## config.mk

```make
export PLATFORM = sky130hd
export DESIGN_NAME = spp_walker
export DESIGN_NICKNAME = d
export VERILOG_FILES = /design/src/rtl/spp_pkg.sv /design/src/rtl/spp_gate.sv /design/src/rtl/spp_entry_check.sv /design/src/rtl/spp_qual_build.sv /design/src/rtl/spp_walk_fsm.sv /design/src/rtl/spp_walker.sv
export SDC_FILE = /design/constraint.sdc
export NUM_CORES = 1
export LEC_CHECK = 0
export BUFFER_PORTS_ARGS = -buffer_cell sky130_fd_sc_hd__buf_2
export CAP_MARGIN = 30
export CORE_MARGIN = 4
export CORE_UTILIZATION = 45
export DETAILED_ROUTE_END_ITERATION = 6
export PLACE_DENSITY_LB_ADDON = 0.12
export SYNTH_ARGS = -nofsm -noshare
export SYNTH_HDL_FRONTEND = slang
export SYNTH_SLANG_ARGS = --single-unit
export TNS_END_PERCENT = 30
```

## constraint.sdc

```tcl
create_clock -name clk -period 2.3 [get_ports clk]
set_input_delay 0.23 -clock clk [delete_from_list [all_inputs] [get_ports clk]]
set_output_delay 0.23 -clock clk [all_outputs]
set_load 0.005 [all_outputs]
```

## src/rtl/spp_pkg.sv

```systemverilog
package spp_pkg;
  typedef enum logic [1:0] {
    OUT_ALLOW   = 2'd0,
    OUT_VIOL    = 2'd1,
    OUT_MISS    = 2'd2,
    OUT_MISCONF = 2'd3
  } spp_out_e;

  typedef enum logic [2:0] {
    ST_IDLE  = 3'd0,
    ST_RD_L4 = 3'd1,
    ST_RD_L3 = 3'd2,
    ST_RD_L2 = 3'd3,
    ST_RD_L1 = 3'd4,
    ST_DONE  = 3'd5
  } spp_st_e;

  localparam int LEVELS      = 4;
  localparam int IDX_W       = 9;
  localparam int PAGE_SHIFT  = 12;
  localparam int ENTRY_SHIFT = 3;
  localparam int SUB_LSB     = 7;
  localparam int SUB_W       = PAGE_SHIFT - SUB_LSB;
  localparam int SUBPAGES    = 1 << SUB_W;
  localparam int QUAL_MISS   = 11;
  localparam int GPA_MIN_W   = PAGE_SHIFT + IDX_W * LEVELS;
endpackage

```

## src/rtl/spp_gate.sv

```systemverilog
module spp_gate
  import spp_pkg::*;
(
  input  logic     en,
  input  logic     write,
  input  logic     leaf_wr,
  input  logic     leaf_spp,
  output logic     need_walk,
  output spp_out_e direct_kind
);
  always_comb begin
    need_walk   = write && en && leaf_spp && !leaf_wr;
    direct_kind = OUT_ALLOW;
    if (write && !leaf_wr) direct_kind = OUT_VIOL;
  end
endmodule

```

## src/rtl/spp_entry_check.sv

```systemverilog
module spp_entry_check
  import spp_pkg::*;
#(
  parameter int PA_W = 40
) (
  input  logic                   is_leaf,
  input  logic [63:0]            entry,
  input  logic [SUB_W-1:0]       sub_idx,
  output logic                   misconf,
  output logic                   absent,
  output logic                   perm,
  output logic [PA_W-PAGE_SHIFT-1:0] next_base
);
  logic [SUBPAGES-1:0] perms;
  logic [SUBPAGES-1:0] odds;

  for (genvar i = 0; i < SUBPAGES; i++) begin : g_sub
    assign perms[i] = entry[2*i];
    assign odds[i]  = entry[2*i+1];
  end

  logic low_rsv, high_rsv;
  assign low_rsv   = |entry[PAGE_SHIFT-1:1];
  assign high_rsv  = |entry[63:PA_W];
  assign next_base = entry[PA_W-1:PAGE_SHIFT];
  assign perm      = perms[sub_idx];

  always_comb begin
    if (is_leaf) begin
      misconf = |odds;
      absent  = 1'b0;
    end else begin
      misconf = low_rsv || high_rsv;
      absent  = !entry[0];
    end
  end
endmodule

```

## src/rtl/spp_qual_build.sv

```systemverilog
module spp_qual_build
  import spp_pkg::*;
(
  input  logic        clk,
  input  logic        rst_n,
  input  spp_out_e    kind,
  output logic [63:0] qual
);
  always_comb begin
    qual = '0;
    qual[QUAL_MISS] = (kind == OUT_MISS);
  end

  p_qual_clean_r9: assert property (@(posedge clk) disable iff (!rst_n)
    (qual & ~(64'd1 << QUAL_MISS)) == 64'd0);
endmodule

```

## src/rtl/spp_walk_fsm.sv

```systemverilog
module spp_walk_fsm
  import spp_pkg::*;
#(
  parameter int PA_W  = 40,
  parameter int GPA_W = 48
) (
  input  logic                       clk,
  input  logic                       rst_n,
  input  logic [PA_W-PAGE_SHIFT-1:0] root_page,
  input  logic                       req_valid,
  output logic                       req_ready,
  input  logic [GPA_W-1:0]           req_gpa,
  input  logic                       need_walk,
  input  spp_out_e                   direct_kind,
  output logic                       mem_rd_valid,
  input  logic                       mem_rd_ready,
  output logic [PA_W-1:0]            mem_rd_addr,
  input  logic                       mem_rsp_valid,
  input  logic [63:0]                mem_rsp_data,
  output logic                       res_done,
  output spp_out_e                   res_kind,
  output logic [GPA_W-1:0]           res_gpa
);
  localparam int BASE_W = PA_W - PAGE_SHIFT;

  spp_st_e           state;
  logic              issued;
  logic [BASE_W-1:0] base_q;
  logic [GPA_W-1:0]  gpa_q;
  logic [2:0]        rd_cnt;

  logic       walking, accept, rd_fire, rsp_take;
  logic [1:0] lvl_m1;
  logic [IDX_W-1:0] idx;

  always_comb begin
    case (state)
      ST_RD_L4: lvl_m1 = 2'd3;
      ST_RD_L3: lvl_m1 = 2'd2;
      ST_RD_L2: lvl_m1 = 2'd1;
      default:  lvl_m1 = 2'd0;
    endcase
  end

  assign walking      = (state == ST_RD_L4) || (state == ST_RD_L3) ||
                        (state == ST_RD_L2) || (state == ST_RD_L1);
  assign req_ready    = (state == ST_IDLE) || (state == ST_DONE);
  assign accept       = req_valid && req_ready;
  assign mem_rd_valid = walking && !issued;
  assign rd_fire      = mem_rd_valid && mem_rd_ready;
  assign rsp_take     = walking && issued && mem_rsp_valid;
  assign idx          = gpa_q[PAGE_SHIFT + IDX_W*lvl_m1 +: IDX_W];
  assign mem_rd_addr  = {base_q, idx, {ENTRY_SHIFT{1'b0}}};

  logic misconf, absent, perm;
  logic [BASE_W-1:0] next_base;

  spp_entry_check #(.PA_W(PA_W)) u_check (
    .is_leaf   (state == ST_RD_L1),
    .entry     (mem_rsp_data),
    .sub_idx   (gpa_q[SUB_LSB +: SUB_W]),
    .misconf   (misconf),
    .absent    (absent),
    .perm      (perm),
    .next_base (next_base)
  );

  function automatic spp_st_e next_level(spp_st_e s);
    case (s)
      ST_RD_L4: return ST_RD_L3;
      ST_RD_L3: return ST_RD_L2;
      default:  return ST_RD_L1;
    endcase
  endfunction

  always_ff @(posedge clk) begin
    if (!rst_n) begin
      state    <= ST_IDLE;
      issued   <= 1'b0;
      base_q   <= '0;
      gpa_q    <= '0;
      rd_cnt   <= '0;
      res_done <= 1'b0;
      res_kind <= OUT_ALLOW;
      res_gpa  <= '0;
    end else begin
      res_done <= 1'b0;
      if (accept) begin
        gpa_q  <= req_gpa;
        rd_cnt <= '0;
        issued <= 1'b0;
        if (need_walk) begin
          base_q <= root_page;
          state  <= ST_RD_L4;
        end else begin
          state    <= ST_DONE;
          res_done <= 1'b1;
          res_kind <= direct_kind;
          res_gpa  <= req_gpa;
        end
      end else if (rd_fire) begin
        issued <= 1'b1;
        rd_cnt <= rd_cnt + 3'd1;
      end else if (rsp_take) begin
        issued <= 1'b0;
        if (misconf || (state != ST_RD_L1 && absent) || state == ST_RD_L1) begin
          state    <= ST_DONE;
          res_done <= 1'b1;
          res_gpa  <= gpa_q;
          if (misconf)                 res_kind <= OUT_MISCONF;
          else if (state != ST_RD_L1)  res_kind <= OUT_MISS;
          else if (perm)               res_kind <= OUT_ALLOW;
          else                         res_kind <= OUT_VIOL;
        end else begin
          base_q <= next_base;
          state  <= next_level(state);
        end
      end
    end
  end

  p_rd_hold_r11: assert property (@(posedge clk) disable iff (!rst_n)
    (mem_rd_valid && !mem_rd_ready) |=> (mem_rd_valid && $stable(mem_rd_addr)));

  p_rd_excl_r12: assert property (@(posedge clk) disable iff (!rst_n)
    mem_rd_valid |-> !req_ready);

  p_result_hold_r10: assert property (@(posedge clk) disable iff (!rst_n)
    !res_done |-> ($stable(res_kind) && $stable(res_gpa)));

  p_depth_r4: assert property (@(posedge clk) disable iff (!rst_n)
    rd_cnt <= 3'd4);
endmodule

```

## src/rtl/spp_walker.sv

```systemverilog
module spp_walker
  import spp_pkg::*;
#(
  parameter int PA_W  = 40,
  parameter int GPA_W = 48
) (
  input  logic                   clk,
  input  logic                   rst_n,
  input  logic                   spp_en,
  input  logic [PA_W-13:0]       root_page,
  input  logic                   req_valid,
  output logic                   req_ready,
  input  logic                   req_write,
  input  logic [GPA_W-1:0]       req_gpa,
  input  logic                   req_leaf_wr,
  input  logic                   req_leaf_spp,
  output logic                   mem_rd_valid,
  input  logic                   mem_rd_ready,
  output logic [PA_W-1:0]        mem_rd_addr,
  input  logic                   mem_rsp_valid,
  input  logic [63:0]            mem_rsp_data,
  output logic                   res_done,
  output logic [1:0]             res_kind,
  output logic [63:0]            res_qual,
  output logic [GPA_W-1:0]       res_gpa
);
  initial begin
    if (GPA_W < GPA_MIN_W || PA_W <= PAGE_SHIFT || PA_W >= 64)
      $error("spp_walker: unsupported address widths");
  end

  logic     need_walk;
  spp_out_e direct_kind;
  spp_out_e kind;

  spp_gate u_gate (
    .en          (spp_en),
    .write       (req_write),
    .leaf_wr     (req_leaf_wr),
    .leaf_spp    (req_leaf_spp),
    .need_walk   (need_walk),
    .direct_kind (direct_kind)
  );

  spp_walk_fsm #(.PA_W(PA_W), .GPA_W(GPA_W)) u_fsm (
    .clk           (clk),
    .rst_n         (rst_n),
    .root_page     (root_page),
    .req_valid     (req_valid),
    .req_ready     (req_ready),
    .req_gpa       (req_gpa),
    .need_walk     (need_walk),
    .direct_kind   (direct_kind),
    .mem_rd_valid  (mem_rd_valid),
    .mem_rd_ready  (mem_rd_ready),
    .mem_rd_addr   (mem_rd_addr),
    .mem_rsp_valid (mem_rsp_valid),
    .mem_rsp_data  (mem_rsp_data),
    .res_done      (res_done),
    .res_kind      (kind),
    .res_gpa       (res_gpa)
  );

  spp_qual_build u_qual (
    .clk   (clk),
    .rst_n (rst_n),
    .kind  (kind),
    .qual  (res_qual)
  );

  assign res_kind = kind;
endmodule

```

==> flow_summary.yaml <==
placement:
  place.port_buffers: 239
  dp_hpwl_um: 14370
  place_congestion: 0.8306
worst_setup_path:
  critical_path.max_fanout: 6
  slowest_delay_ps: 510
  startpoint_type: "flop"
  worst_path_max_delay_cell: "mux4_2"
  r2r_slack_ps: 140
  worstReg2RegEnd: "u_fsm.res_gpa[0]"
  crit_family: "multiplexers"
  r2r_start: "u_fsm.state[0]"
  end_kind: "primary output"
  arrival_ps: 2010
  cp_num_buf_inv: 3
  cp.required_ps: 2070
  worstSetupPathType: "flop to primary output"
  crit_chain: "buf_4 > nor2b_2 > buf_6 > mux4_2 > buf_2"
  r2r_cells: 7
global_routing:
  grt-ovfl-total: 0
  grt_first_pass_wirelength_um: 27950
  grt_max_degree: 65
  use_met1_pct: 26.23
  grt_use_met3_pct: 6.430
  use_met2_pct: 37.44
  antenna_found_initial: 1
  grt_use_total_pct: 21.86
  grt_pass1_vias: 5179
  busiest_layer: "met2"
worst_hold_path:
  whs_endpoint: "u_fsm.gpa_q[34]"
  min_path_cells: 3
  hold_start: "req_gpa[34]"
  hold_class: "primary input to flop"
finish:
  syn_to_final_growth_pct: 26.67
  fin_util_pct: 57.79
  layout.nets: 1019
  antennaDiodeCount: 0
  layout-drive-gt1-share_pct: 44.27
yosys:
  synthSimpleGateAreaFrac_pct: 15.57
  synth_compound_area_share_pct: 2.008
  async_flop_share_pct: 0
  syn_inst: 636
  synthXorXnorAreaFrac_pct: 0.2652
  synthFlopType: "dfxtp_1"
  synth_adder_area_share_pct: 0
  synth.distinct_cells: 48
  ys_seq_area_share_pct: 39.70
  synth-seq-cells: 131
  syn_area_um2: 6605
  synth_mux_area_share_pct: 31.43
  avgSynthCellArea_um2: 10.39
  synth_edf_count: 0
  synth_top_family_by_area: "multiplexers"
  yosysWarnings: 0
cts:
  clock-root-buffer: "clkbuf_16"
  clk_pin_slew_ps: 60
  clock-sinks: 131
  cts.path.max_buffers: 2
  cts_made_buffers: 17
  clkLatencyLatePin_ps: 420
  postCtsHoldBufs: 0
  cts_tree: "yes"
  h-tree-depth: 4
detailed_routing:
  ant_nets: 0
  wl_um: 18970
  vias_per_cell: 4.906
  wl_per_cell_um: 17.81
  drcViolationCount: 0
  drt_pass1_iterations: 6
  vias: 5225
  drtIter0Drc: 219
sta:
  tns_ps: 0
  tightestPinTransition_ps: 636.6
  fin_crit_ps: 2241
  hold_viol_final: 0
  final-setup-viol-count: 0
  fin_skew_ps: 7.151
  slew-limit-headroom_pct: 57.40
  fin_crit_sh_pct: 97.45
  fmax_ghz: 0.4462
  rsz0062_at_grt: "true"
  final_max_slew_viol_count: 0
status:
  outcome: "finished clean"
power:
  leakagePower_nw: 4.154
  p_per_area_nw_per_um2: 794.0
  vdd_drop_max_v: 0.0005839
floorplan:
  start_util_pct: 45.62
  num_rows: 44
  die_h_um: 129.2
  core_area_um2: 14480
  dieArea_um2: 16680
  die_x_um: 129.2
  ios: 306
flow_run:
  maxCapViolations: 0
==> synth_stat cells, types with 3 or more instances <==
| cell | instances | area, um^2 |
|---|---|---|
| and2_1 | 51 | 319.1 |
| buf_2 | 12 | 60.06 |
| buf_4 | 68 | 510.5 |
| buf_6 | 6 | 67.56 |
| clkbuf_1 | 17 | 63.81 |
| dfxtp_1 | 131 | 2623 |
| inv_1 | 3 | 11.26 |
| mux2_2 | 67 | 754.5 |
| mux2_4 | 9 | 135.1 |
| mux2i_1 | 78 | 780.8 |
| mux4_2 | 18 | 405.4 |
| nand2_1 | 59 | 221.5 |
| nand3_1 | 3 | 15.01 |
| nand4_1 | 4 | 25.02 |
| nor2_1 | 50 | 187.7 |
| nor2b_1 | 4 | 25.02 |
| nor3_1 | 5 | 25.02 |
| nor4_1 | 13 | 81.33 |
| o211ai_1 | 3 | 22.52 |
==> report_power, final <==
group	leakage, nW	switching [W]	internal [W]
registers	1.07	0.000122	0.00246
clock network	0.275	0.000978	0.00164
logic	2.81	0.000681	0.000761
==> tightest hold or removal path, cell delays in order <==
cell and delay (ps):
buf_2 70, mux2i_1 50, nor2_1 100
==> cells in the final DEF (no fill, tap or decap), types with 13 or more instances in the layout <==
cell type  synthesis  routed
and2_1            51      51
dfxtp_1          131     130
conb_1             1      66
mux4_2            18      18
nor4_1            13      13
mux2_2            67      67
mux2i_1           78      78
buf_2             12     238
nor2_1            50      50
nand2_1           59      59
clkbuf_16          0      17
==> sequential cells by signal, indices dropped and copies added (netlist names) <==
| name | flops |
|---|---|
| u_fsm.base_q | 28 |
| u_fsm.state | 3 |
| u_fsm.res_kind | 2 |
| u_fsm.res_gpa | 48 |
| u_fsm.gpa_q | 48 |
| u_fsm.issued | 1 |
| u_fsm.res_done | 1 |
==> worst max path at each step <==
| stage | start | endpoint | slack (ps) | depth (start not counted) |
|---|---|---|---|---|
| 4_1_cts | u_fsm.state[0] | mem_rd_addr[4] | 8 | 5 |
| 6_report | u_fsm.state[0] | mem_rd_addr[10] | 60 | 5 |
| 2_1_floorplan | u_fsm.state[0] | u_fsm.res_gpa[38] | 290 | 8 |
| 3_5_place_dp | mem_rsp_data[2] | u_fsm.res_gpa[44] | 80 | 8 |
| 5_1_grt | u_fsm.state[0] | mem_rd_addr[3] | -50 | 5 |
| 3_3_place_gp | u_fsm.state[2] | u_fsm.base_q[3] | 10 | 5 |
==> cell families (layout without fill, tap and decap cells) <==
kind of cell | Yosys count | after routing
buffers and inverters | 109 | 289
XOR/XNOR | 2 | 2
multiplexers | 172 | 172
flip-flops | 131 | 131
AND/OR/NAND/NOR | 204 | 204
other | 1 | 66
AO/OA/AOI/OAI | 17 | 17
==> routing by layer <==
layer  vias to the layer above  share of wire (%)
li1                       2535                  -
met1                      2448                 40
met2                       216                 50
met3                        24                8.1
met4                         2                2.0
met5                         -              0.037
==> area by class of cell <==
type / count / area (um^2)
Fill cell: 1309 / 6112
Multi-Input combinational cell: 461 / 3533
Timing Repair Buffer: 255 / 1396
Sequential cell: 131 / 2624
Clock buffer: 21 / 460.4
Tap cell: 184 / 230.2
Inverter: 4 / 15.01
Clock inverter: 9 / 107.6
==> timing repair <==
action | in CTS | in global routing
pin swaps | 0 | 0
buffers inserted | 0 | 0
gates cloned | 1 | 0
hold endpoints to repair | 0 | 0
resized for setup | 4 | 2
endpoints found under the setup margin | 9 | 12
==> per-stage QoR <==
| stage | hold slack [ps] | cell area, um^2 | setup slack [ps] | total power (W) | std cells |
|---|---|---|---|---|---|
| 4_1_cts | 73.43 | 8356 | 8.052 | 0.006698 | 1065 |
| 2_1_floorplan | 352.8 | 6849 | 293.2 | 0.003627 | 701 |
| 3_5_place_dp | 451.4 | 7772 | 84.99 | 0.004067 | 1034 |
| 6_report | 87.84 | 8367 | 58.60 | 0.006643 | 1065 |
| 5_1_grt | 80.89 | 8367 | -49.36 | 0.006964 | 1065 |
| 3_3_place_gp | 443.8 | 7745 | 13.66 | 0.004045 | 1033 |
Note: power is estimated with default switching activity, not from simulation.
